File: config.mk
export PLATFORM = sky130hd
export DESIGN_NAME = wdog2
export DESIGN_NICKNAME = d
export VERILOG_FILES = /design/src/rtl/wdog2.sv
export SDC_FILE = /design/constraint.sdc
export NUM_CORES = 1
export LEC_CHECK = 0
export BUFFER_PORTS_ARGS = -buffer_cell sky130_fd_sc_hd__buf_2
export CAP_MARGIN = 30
export CORE_MARGIN = 2
export CORE_UTILIZATION = 52
export CTS_CLUSTER_SIZE = 10
export DETAILED_ROUTE_END_ITERATION = 10
export PLACE_DENSITY = 0.76
export SYNTH_ARGS = -nofsm -noshare
export SYNTH_HDL_FRONTEND = slang
export SYNTH_SLANG_ARGS = --single-unit
export TNS_END_PERCENT = 30
File: constraint.sdc
create_clock -name clk -period 2.05 [get_ports clk]
set_input_delay 0 -clock clk [delete_from_list [all_inputs] [get_ports clk]]
set_output_delay 0 -clock clk [all_outputs]
set_load 0.05 [all_outputs]
File: src/rtl/wdog2.sv
module wdog2 #(
  parameter int CNT_W     = 20,
  parameter int SLOW_BITS = 15,
  parameter int FAST_BITS = 5,
  parameter int PULSE_LEN = 16
) (
  input  logic        clk,
  input  logic        por_n,
  input  logic        rst_n,
  input  logic        wr_en,
  input  logic [4:0]  addr,
  input  logic [31:0] wdata,
  output logic [31:0] rdata,
  output logic        irq,
  output logic        rst_req
);
  localparam int PW = $clog2(PULSE_LEN + 1);
  localparam logic [1:0] U_IDLE = 2'd0, U_GOT = 2'd1, U_ARM = 2'd2;

  logic [CNT_W-1:0]     pre1, pre2, cnt;
  logic [SLOW_BITS-1:0] presc;
  logic [1:0]           ust, cfg_itype;
  logic                 cfg_fast, cfg_reboot;
  logic                 lock, en, mode_free, stage, int_sts, tflag;
  logic [PW-1:0]        pulse;

  wire sel_pre1 = wr_en && addr[4:2] == 3'd0;
  wire sel_pre2 = wr_en && addr[4:2] == 3'd1;
  wire sel_sts  = wr_en && addr[4:2] == 3'd2;
  wire sel_rld  = wr_en && addr[4:2] == 3'd3;
  wire sel_cfg  = wr_en && addr[4:2] == 3'd4;
  wire sel_ctl  = wr_en && addr[4:2] == 3'd5;
  wire prot_wr  = sel_pre1 || sel_pre2 || sel_rld;
  wire armed    = ust == U_ARM;
  wire rld_ev   = armed && sel_rld && wdata[8];
  wire clr_flag = armed && sel_rld && wdata[9];
  wire tick     = en && (cfg_fast ? &presc[FAST_BITS-1:0] : &presc);
  wire at_zero  = tick && !rld_ev && cnt == '0;
  wire exp1     = at_zero && !stage;
  wire exp2     = at_zero && stage;

  logic unused_bits;
  assign unused_bits = ^{wdata[31:CNT_W], addr[1:0]};

  always_ff @(posedge clk or negedge rst_n)
    if (!rst_n) ust <= U_IDLE;
    else if (prot_wr)
      case (ust)
        U_IDLE:  ust <= (sel_rld && wdata[7:0] == 8'h80) ? U_GOT : U_IDLE;
        U_GOT:   ust <= (sel_rld && wdata[7:0] == 8'h86) ? U_ARM : U_IDLE;
        default: ust <= U_IDLE;
      endcase

  always_ff @(posedge clk or negedge rst_n)
    if (!rst_n) begin
      pre1 <= '1;
      pre2 <= '1;
    end else begin
      if (armed && sel_pre1) pre1 <= wdata[CNT_W-1:0];
      if (armed && sel_pre2) pre2 <= wdata[CNT_W-1:0];
    end

  always_ff @(posedge clk or negedge rst_n)
    if (!rst_n) begin
      cfg_itype <= '0; cfg_fast <= 1'b0; cfg_reboot <= 1'b0;
      lock <= 1'b0; en <= 1'b0; mode_free <= 1'b0;
    end else begin
      if (sel_cfg) begin
        cfg_itype  <= wdata[1:0];
        cfg_fast   <= wdata[2];
        cfg_reboot <= wdata[5];
      end
      if (sel_ctl) begin
        lock      <= lock | wdata[0];
        en        <= wdata[1] | (lock & en);
        mode_free <= lock ? mode_free : wdata[2];
      end
    end

  always_ff @(posedge clk or negedge rst_n)
    if (!rst_n) begin
      presc <= '0; cnt <= '1; stage <= 1'b0;
    end else if (!en || rld_ev) begin
      presc <= '0; cnt <= pre1; stage <= 1'b0;
    end else begin
      presc <= presc + 1'b1;
      if (tick) begin
        if (cnt != '0) cnt <= cnt - 1'b1;
        else if (!stage) begin stage <= 1'b1; cnt <= pre2; end
        else begin stage <= 1'b0; cnt <= pre1; end
      end
    end

  always_ff @(posedge clk or negedge rst_n)
    if (!rst_n) int_sts <= 1'b0;
    else if (exp1) int_sts <= 1'b1;
    else if (sel_sts && wdata[0]) int_sts <= 1'b0;

  always_ff @(posedge clk or negedge rst_n)
    if (!rst_n) pulse <= '0;
    else if (!en) pulse <= '0;
    else if (exp2 && !mode_free && cfg_reboot) pulse <= PW'(PULSE_LEN);
    else if (pulse != '0) pulse <= pulse - 1'b1;

  always_ff @(posedge clk or negedge por_n)
    if (!por_n) tflag <= 1'b0;
    else if (exp2 && !mode_free) tflag <= 1'b1;
    else if (clr_flag) tflag <= 1'b0;

  assign irq     = en && int_sts && cfg_itype != 2'd0;
  assign rst_req = pulse != '0;

  always_comb begin
    rdata = '0;
    case (addr[4:2])
      3'd0: rdata[CNT_W-1:0] = pre1;
      3'd1: rdata[CNT_W-1:0] = pre2;
      3'd2: rdata[0] = int_sts;
      3'd3: rdata[9] = tflag;
      3'd4: rdata[5:0] = {cfg_reboot, 2'b00, cfg_fast, cfg_itype};
      3'd5: rdata[2:0] = {mode_free, en, lock};
      3'd6: rdata[CNT_W-1:0] = cnt;
      default: rdata = '0;
    endcase
  end

  assert_arm_after_key_R1: assert property (@(posedge clk) disable iff (!rst_n)
    ust == U_ARM |-> ($past(ust) == U_GOT || $past(ust) == U_ARM));

  assert_irq_on_stage2_R4: assert property (@(posedge clk) disable iff (!rst_n)
    $rose(int_sts) |-> stage);

  assert_req_needs_reboot_R5: assert property (@(posedge clk) disable iff (!rst_n)
    $rose(rst_req) |-> ($past(cfg_reboot) && !$past(mode_free)));

  assert_lock_keeps_en_R7: assert property (@(posedge clk) disable iff (!rst_n)
    (lock && en) |=> en);

  assert_idle_no_req_R9: assert property (@(posedge clk) disable iff (!rst_n)
    !en |=> !rst_req);
endmodule

Word level (Yosys, flattened, before mapping)
Cells that the tools add are included.
{"block": "op_classes", "mux": 26, "add_sub_neg": 3, "n_eq_ne": 12, "reduce_logical": 43, "bitwise": 4}
{"op": "$mux 20", "n": 4}
{"op": "$pmux 10 s3", "n": 1}
{"op": "$logic_and 1x1->1", "n": 23}
{"op": "$logic_not 20->1", "n": 1}
{"op": "$reduce_bool 20->1", "n": 1}
{"op": "$sub 20x1->20 const B", "n": 1}
{"op": "$eq 8x8->1 const B", "n": 2}
{"op": "$add 15x1->15 const B", "n": 1}
{"op": "$mux 15", "n": 1}
{"op": "$mux 5", "n": 3}
{"op": "$reduce_and 15->1", "n": 1}
{"op": "$pmux 3 s4", "n": 1}
{"op": "$mux 1", "n": 10}
{"op": "$pmux 2 s5", "n": 1}
{"op": "$eq 3x3->1 const B", "n": 3}
{"op": "$pmux 3 s3", "n": 1}
{"op": "$reduce_bool 2->1", "n": 4}
{"op": "$eq 3x2->1 const B", "n": 2}
{"op": "$pmux 1 s6", "n": 1}
{"op": "$reduce_and 5->1", "n": 1}
{"op": "$reduce_bool 5->1", "n": 1}
{"op": "$sub 5x1->5 const B", "n": 1}
{"op": "$logic_not 1->1", "n": 4}
{"op": "$pmux 1 s4", "n": 1}
{"op": "other kinds (14)", "n": 18}
{"block": "totals", "output_inout_bits": 34, "ff_bits": 92, "input_bits": 41, "elab_cells": 103}

Depth between registers and ports, before layout
{"block": "logic_depth", "word_depth": 12, "depth_mapped": 9, "depth_no_buf": 8}

Worst setup path after synthesis
OpenSTA, ideal clock, no wires.
{"block": "synth_timing", "path_type": "register to register", "startpoint": "register cnt[7]", "endpoint": "register cnt[15]", "n_path_buf": 0, "t_arrival_ns": 2.056, "synth_period_minus_slack_ns": 2.142, "required_ns": 1.964, "slack_ns": -0.092, "setup_ns": 0.086, "path_stages_with_launch": 7, "path_cell_list": "dfstp_2 or4_4 or3_1 or4_4 mux2i_1 a32oi_1 o31ai_1"}
{"block": "synth_between", "elab_chain_len": 4, "elab_cells_between_ends": 5, "cone_classes": "1 x add/sub; 3 x mux; 1 x reduce/logical"}
{"item": "start: declaration", "line_no": "20", "text": "logic [CNT_W-1:0] pre1, pre2, cnt;"}
{"item": "start signal: assignment", "line_no": "88", "text": "if (cnt != '0) cnt <= cnt - 1'b1;"}
{"item": "$sub 20x1->20 or $reduce_bool 20->1 (tied branches)", "line_no": "88"}
{"item": "$mux 20 *", "line_no": "88"}
{"item": "$mux 20 *", "line_no": "87", "text": "if (tick) begin"}
{"item": "$mux 20 *", "line_no": "83", "text": "end else if (!en || rld_ev) begin"}
Mark *: on every way between the ends. The rest lies on a longest branch, timed or not. The select of a mux whose other input is x is not followed.
A chain may end at the register's enable or synchronous reset.

Worst setup path in the final report
{"block": "layout_timing", "startpoint": "register cnt[10]", "endpoint": "register cnt[15]"}
Same word-level chain as after synthesis.

==> flow_summary_export.csv <==
group,metric,value,unit
status,status,"finished with violations",
status,violations,"setup timing",
global_routing,overflow,0,
floorplanning,rows,37,
sta,max_freq,0.457,GHz
sta,rsz0062_at_grt,"true",
sta,tns,-0.210,ns
worst_setup_path,worstSetupPathType,"flip-flop to flip-flop",
worst_setup_path,timing.critical_path.mode_cell,"or4_4",
floorplanning,design.die.area,11200,um2
sta,final_hold_viol_count,0,
placement,place.gp.congestion,0.892,
cts,cts_buffers,9,
power_and_ir_drop,power,5.26,mW
sta,final.min_clock_period,2.19,ns
floorplanning,die_width,106,um
cts,root_buffer,"clkbuf_8",
synth,syn_avg_cell_area,10.3,um2
synth,ys_warn_count,0,
power_and_ir_drop,peakVddDrop,0.442,mV
global_routing,grt_start_max_net_pins,47,
sta,slew_violations,0,
routing,via_per_inst,5.85,
synth,synth_edf_count,0,
worst_setup_path,path_delay_family,"simple AND/OR/NAND/NOR gates",
global_routing,grt_pass1_vias,4536,
synth,ys_ff_latch,92,
layout,fin_nets,681,
sta,skew,0.0120,ns
cts,cts_tree,"built",
worst_setup_path,cp_slowest_stage_delay,0.55,ns
flow_run,drv_cap,0,
worst_setup_path,critPathRequiredTime,2.34,ns
routing,wirelength,14.2,mm
floorplanning,fp.dieH,106,um
sta,worst_pin_slew,0.634,ns
placement,io_buffers,48,
sta,setup_viol,2,
sta,maxSlewHeadroom,57.4,%
cts,clkSinkCount,92,
layout,layout-drive-gt1-share,42.0,%
floorplanning,ios,75,
cts,clk_path_buf_depth,2,
routing,dr.pass1.iters,5,
sta,min_period_over_period,107,%
placement,place_ws,-0.301,ns
synth,yosysSeqAreaShare,44.2,%
worst_setup_path,critPathSlowestCell,"or4_4",
placement,dp_hpwl,9.49,mm
cts,clk_pin_slew,0.09,ns
worst_setup_path,path_max_fanout,3,
synth,synth_area,5380,um2
layout,design_area,6770,um2
worst_setup_path,cp_cell_sequence,"or4_4 > or3_4 > or4_4 > mux2i_1 > a32oi_1 > o31ai_1",
synth,post_synth_inst_count,523,
layout,antenna-diode-count,0,
power_and_ir_drop,leakagePower,2.91,nW
floorplanning,coreArea,10200,um2
placement,placed_cell_area,6060,um2
routing,num_vias,4540,
power_and_ir_drop,power.density,776,nW/um2
routing,drc_errors,0,
floorplanning,start_util,52.8,%
synth,async_reset_ff_share,100,%
routing,antenna_left,0,
synth,synth_top_flop_cell,"dfstp_2",
routing,post_drt_wl_per_cell,18.3,um
sta,finalWorstSetupSlack,-0.137,ns
worst_setup_path,endpoint_kind,"flip-flop",
cts,h-tree-depth,3,
worst_setup_path,arrival,2.48,ns
layout,syn2layout_area_growth,25.9,%
worst_setup_path,worst-path-buf-inv,0,
synth,synthDistinctLibCells,65,
cts,clock_latency,0.37,ns
global_routing,antenna_found_initial,0,
routing,drtIter0Drc,332,
global_routing,grt_usage,26.0,%
global_routing,grt_pass1_wl,22.7,mm
worst_setup_path,start_kind,"flip-flop",
hold_path,worstHoldPathType,"primary input to flip-flop",
metrics by stage:
stage               hold WS [ns]  util [%]  cells
finish                     0.143      66.5    776
CTS                        0.121      65.1    773
detailed placement        -0.219      59.5    730
global route               0.147      66.5    776
global placement          -0.221      59.5    730
floorplan                 -0.296         -    534
Yosys cell counts, types with 3 or more instances:
| cell | n | area share [%] |
|---|---|---|
| a211oi_1 | 14 | 2.0 |
| a21boi_1 | 3 | 0.42 |
| a21oi_1 | 7 | 0.65 |
| a221o_1 | 9 | 1.7 |
| a22o_1 | 4 | 0.65 |
| a22oi_1 | 6 | 0.84 |
| and2_1 | 3 | 0.35 |
| and3_1 | 7 | 0.81 |
| and4_1 | 3 | 0.49 |
| buf_4 | 15 | 2.1 |
| clkbuf_1 | 24 | 1.7 |
| dfrtp_1 | 32 | 15 |
| dfstp_2 | 60 | 29 |
| ha_1 | 5 | 1.2 |
| inv_1 | 8 | 0.56 |
| mux2_2 | 48 | 10 |
| mux2i_1 | 35 | 6.5 |
| nand2_1 | 51 | 3.6 |
| nand2b_1 | 6 | 0.70 |
| nand3_1 | 10 | 0.93 |
| nand3b_1 | 3 | 0.42 |
| nand4_1 | 5 | 0.58 |
| nand4b_1 | 4 | 0.65 |
| nor2_1 | 37 | 2.6 |
| nor2b_1 | 6 | 0.70 |
| nor3_1 | 10 | 0.93 |
| nor3b_1 | 4 | 0.56 |
| nor4_1 | 6 | 0.70 |
| o21ai_0 | 28 | 2.6 |
| o22ai_1 | 3 | 0.35 |
| o31ai_1 | 3 | 0.42 |
| or3_1 | 3 | 0.35 |
| xnor2_1 | 15 | 2.4 |
| xor2_1 | 9 | 1.5 |
cell usage in the layout (no fill, tap or decap), drive strengths merged, types with 4 or more instances in the layout:
master,n
o21ai,30
a22oi,6
a211oi,14
buf,108
nand4b,4
nor3b,5
mux2,48
nand2,51
nor2,37
inv,8
dfstp,60
a221o,9
ha,5
o31ai,4
mux2i,35
nor2b,6
conb,12
nor3,11
nand4,5
dlygate4sd3,24
and3,7
a21boi,4
nor4,6
and2,4
clkbuf,14
a21oi,7
nand3,11
xor2,9
dfrtp,32
nand2b,6
xnor2,15
a22o,4
sequential cells by signal, indices dropped and copies added (netlist names):
register and cells:
stage 1, pulse 5, pre1 20, cfg_reboot 1, pre2 20, cfg_fast 1
mode_free 1, int_sts 1, presc 15, tflag 1, cfg_itype 2, cnt 20
lock 1, ust 2, en 1
per-layer routing:
layer | global-route usage [%] | vias up | part of all wire (%)
li1 | - | 2106 | -
met2 | 43.4 | 160 | 51
met4 | 9.87 | 0 | 2.0
met1 | 33.2 | 2247 | 42
met5 | 0 | - | 0
met3 | 5.44 | 27 | 5.3
path summary, 6_finish.rpt:
| kind | start | to | slack [ns] | depth (start not counted) |
|---|---|---|---|---|
| max in group asynchronous | rst_n | pre2[18]$_DFFE_PN1P_ | 1.10 | 3 |
| min in group asynchronous | rst_n | pulse[1]$_DFFE_PN0P_ | 0.17 | 2 |
| min reg2reg | pre1[16]$_DFFE_PN1P_ | cnt[16]$_DFFE_PN1P_ | 0.49 | 2 |
| min | wr_en | lock$_DFFE_PN0P_ | 0.14 | 4 |
| max reg2reg | cnt[10]$_DFFE_PN1P_ | cnt[15]$_DFFE_PN1P_ | -0.14 | 6 |
| max | cnt[10]$_DFFE_PN1P_ | cnt[15]$_DFFE_PN1P_ | -0.14 | 6 |
what timing repair did:
| item | CTS | global route |
|---|---|---|
| hold buffers | 24 | 0 |
| endpoints found under the hold margin | 90 | 0 |
| setup endpoints to repair | 19 | 26 |
| setup buffers | 3 | 2 |
| pin swaps | 5 | 5 |
| cloned | 0 | 1 |
| resized for setup | 11 | 19 |
cell type report:
cell class / instances / area (um2)
fill: 773 / 3410
multi-input combinational: 391 / 2950
sequential: 92 / 2380
timing repair buffer: 133 / 991
clock buffer: 13 / 213
tap: 136 / 170
clock inverter: 3 / 45.0
inverter: 8 / 30.0
report_power, final:
group          leakage (nW)  internal, mW  switching, mW
sequential             1.05          1.96          0.104
clock                 0.123         0.819          0.660
combinational          1.74         0.745          0.971
worst min-delay path, delay by kind of cell:
kind | cells | cell delay [ns]
simple gates | 2 | 0.19
compound gates | 1 | 0.18
buf+inv | 1 | 0.12
logic make-up after synthesis:
| kind of cell | Yosys count | synth area share (%) |
|---|---|---|
| and+or+nand+nor | 171 | 16.6 |
| AOI/OAI and AO/OA | 96 | 12.9 |
| DFF | 92 | 44.2 |
| muxes | 83 | 16.6 |
| buffers and inverters | 51 | 4.65 |
| xor gates and xnor gates | 24 | 3.91 |
| adders and majority gates | 5 | 1.16 |
| other | 1 | 0.0697 |
Power figures use the tool's default switching activity.
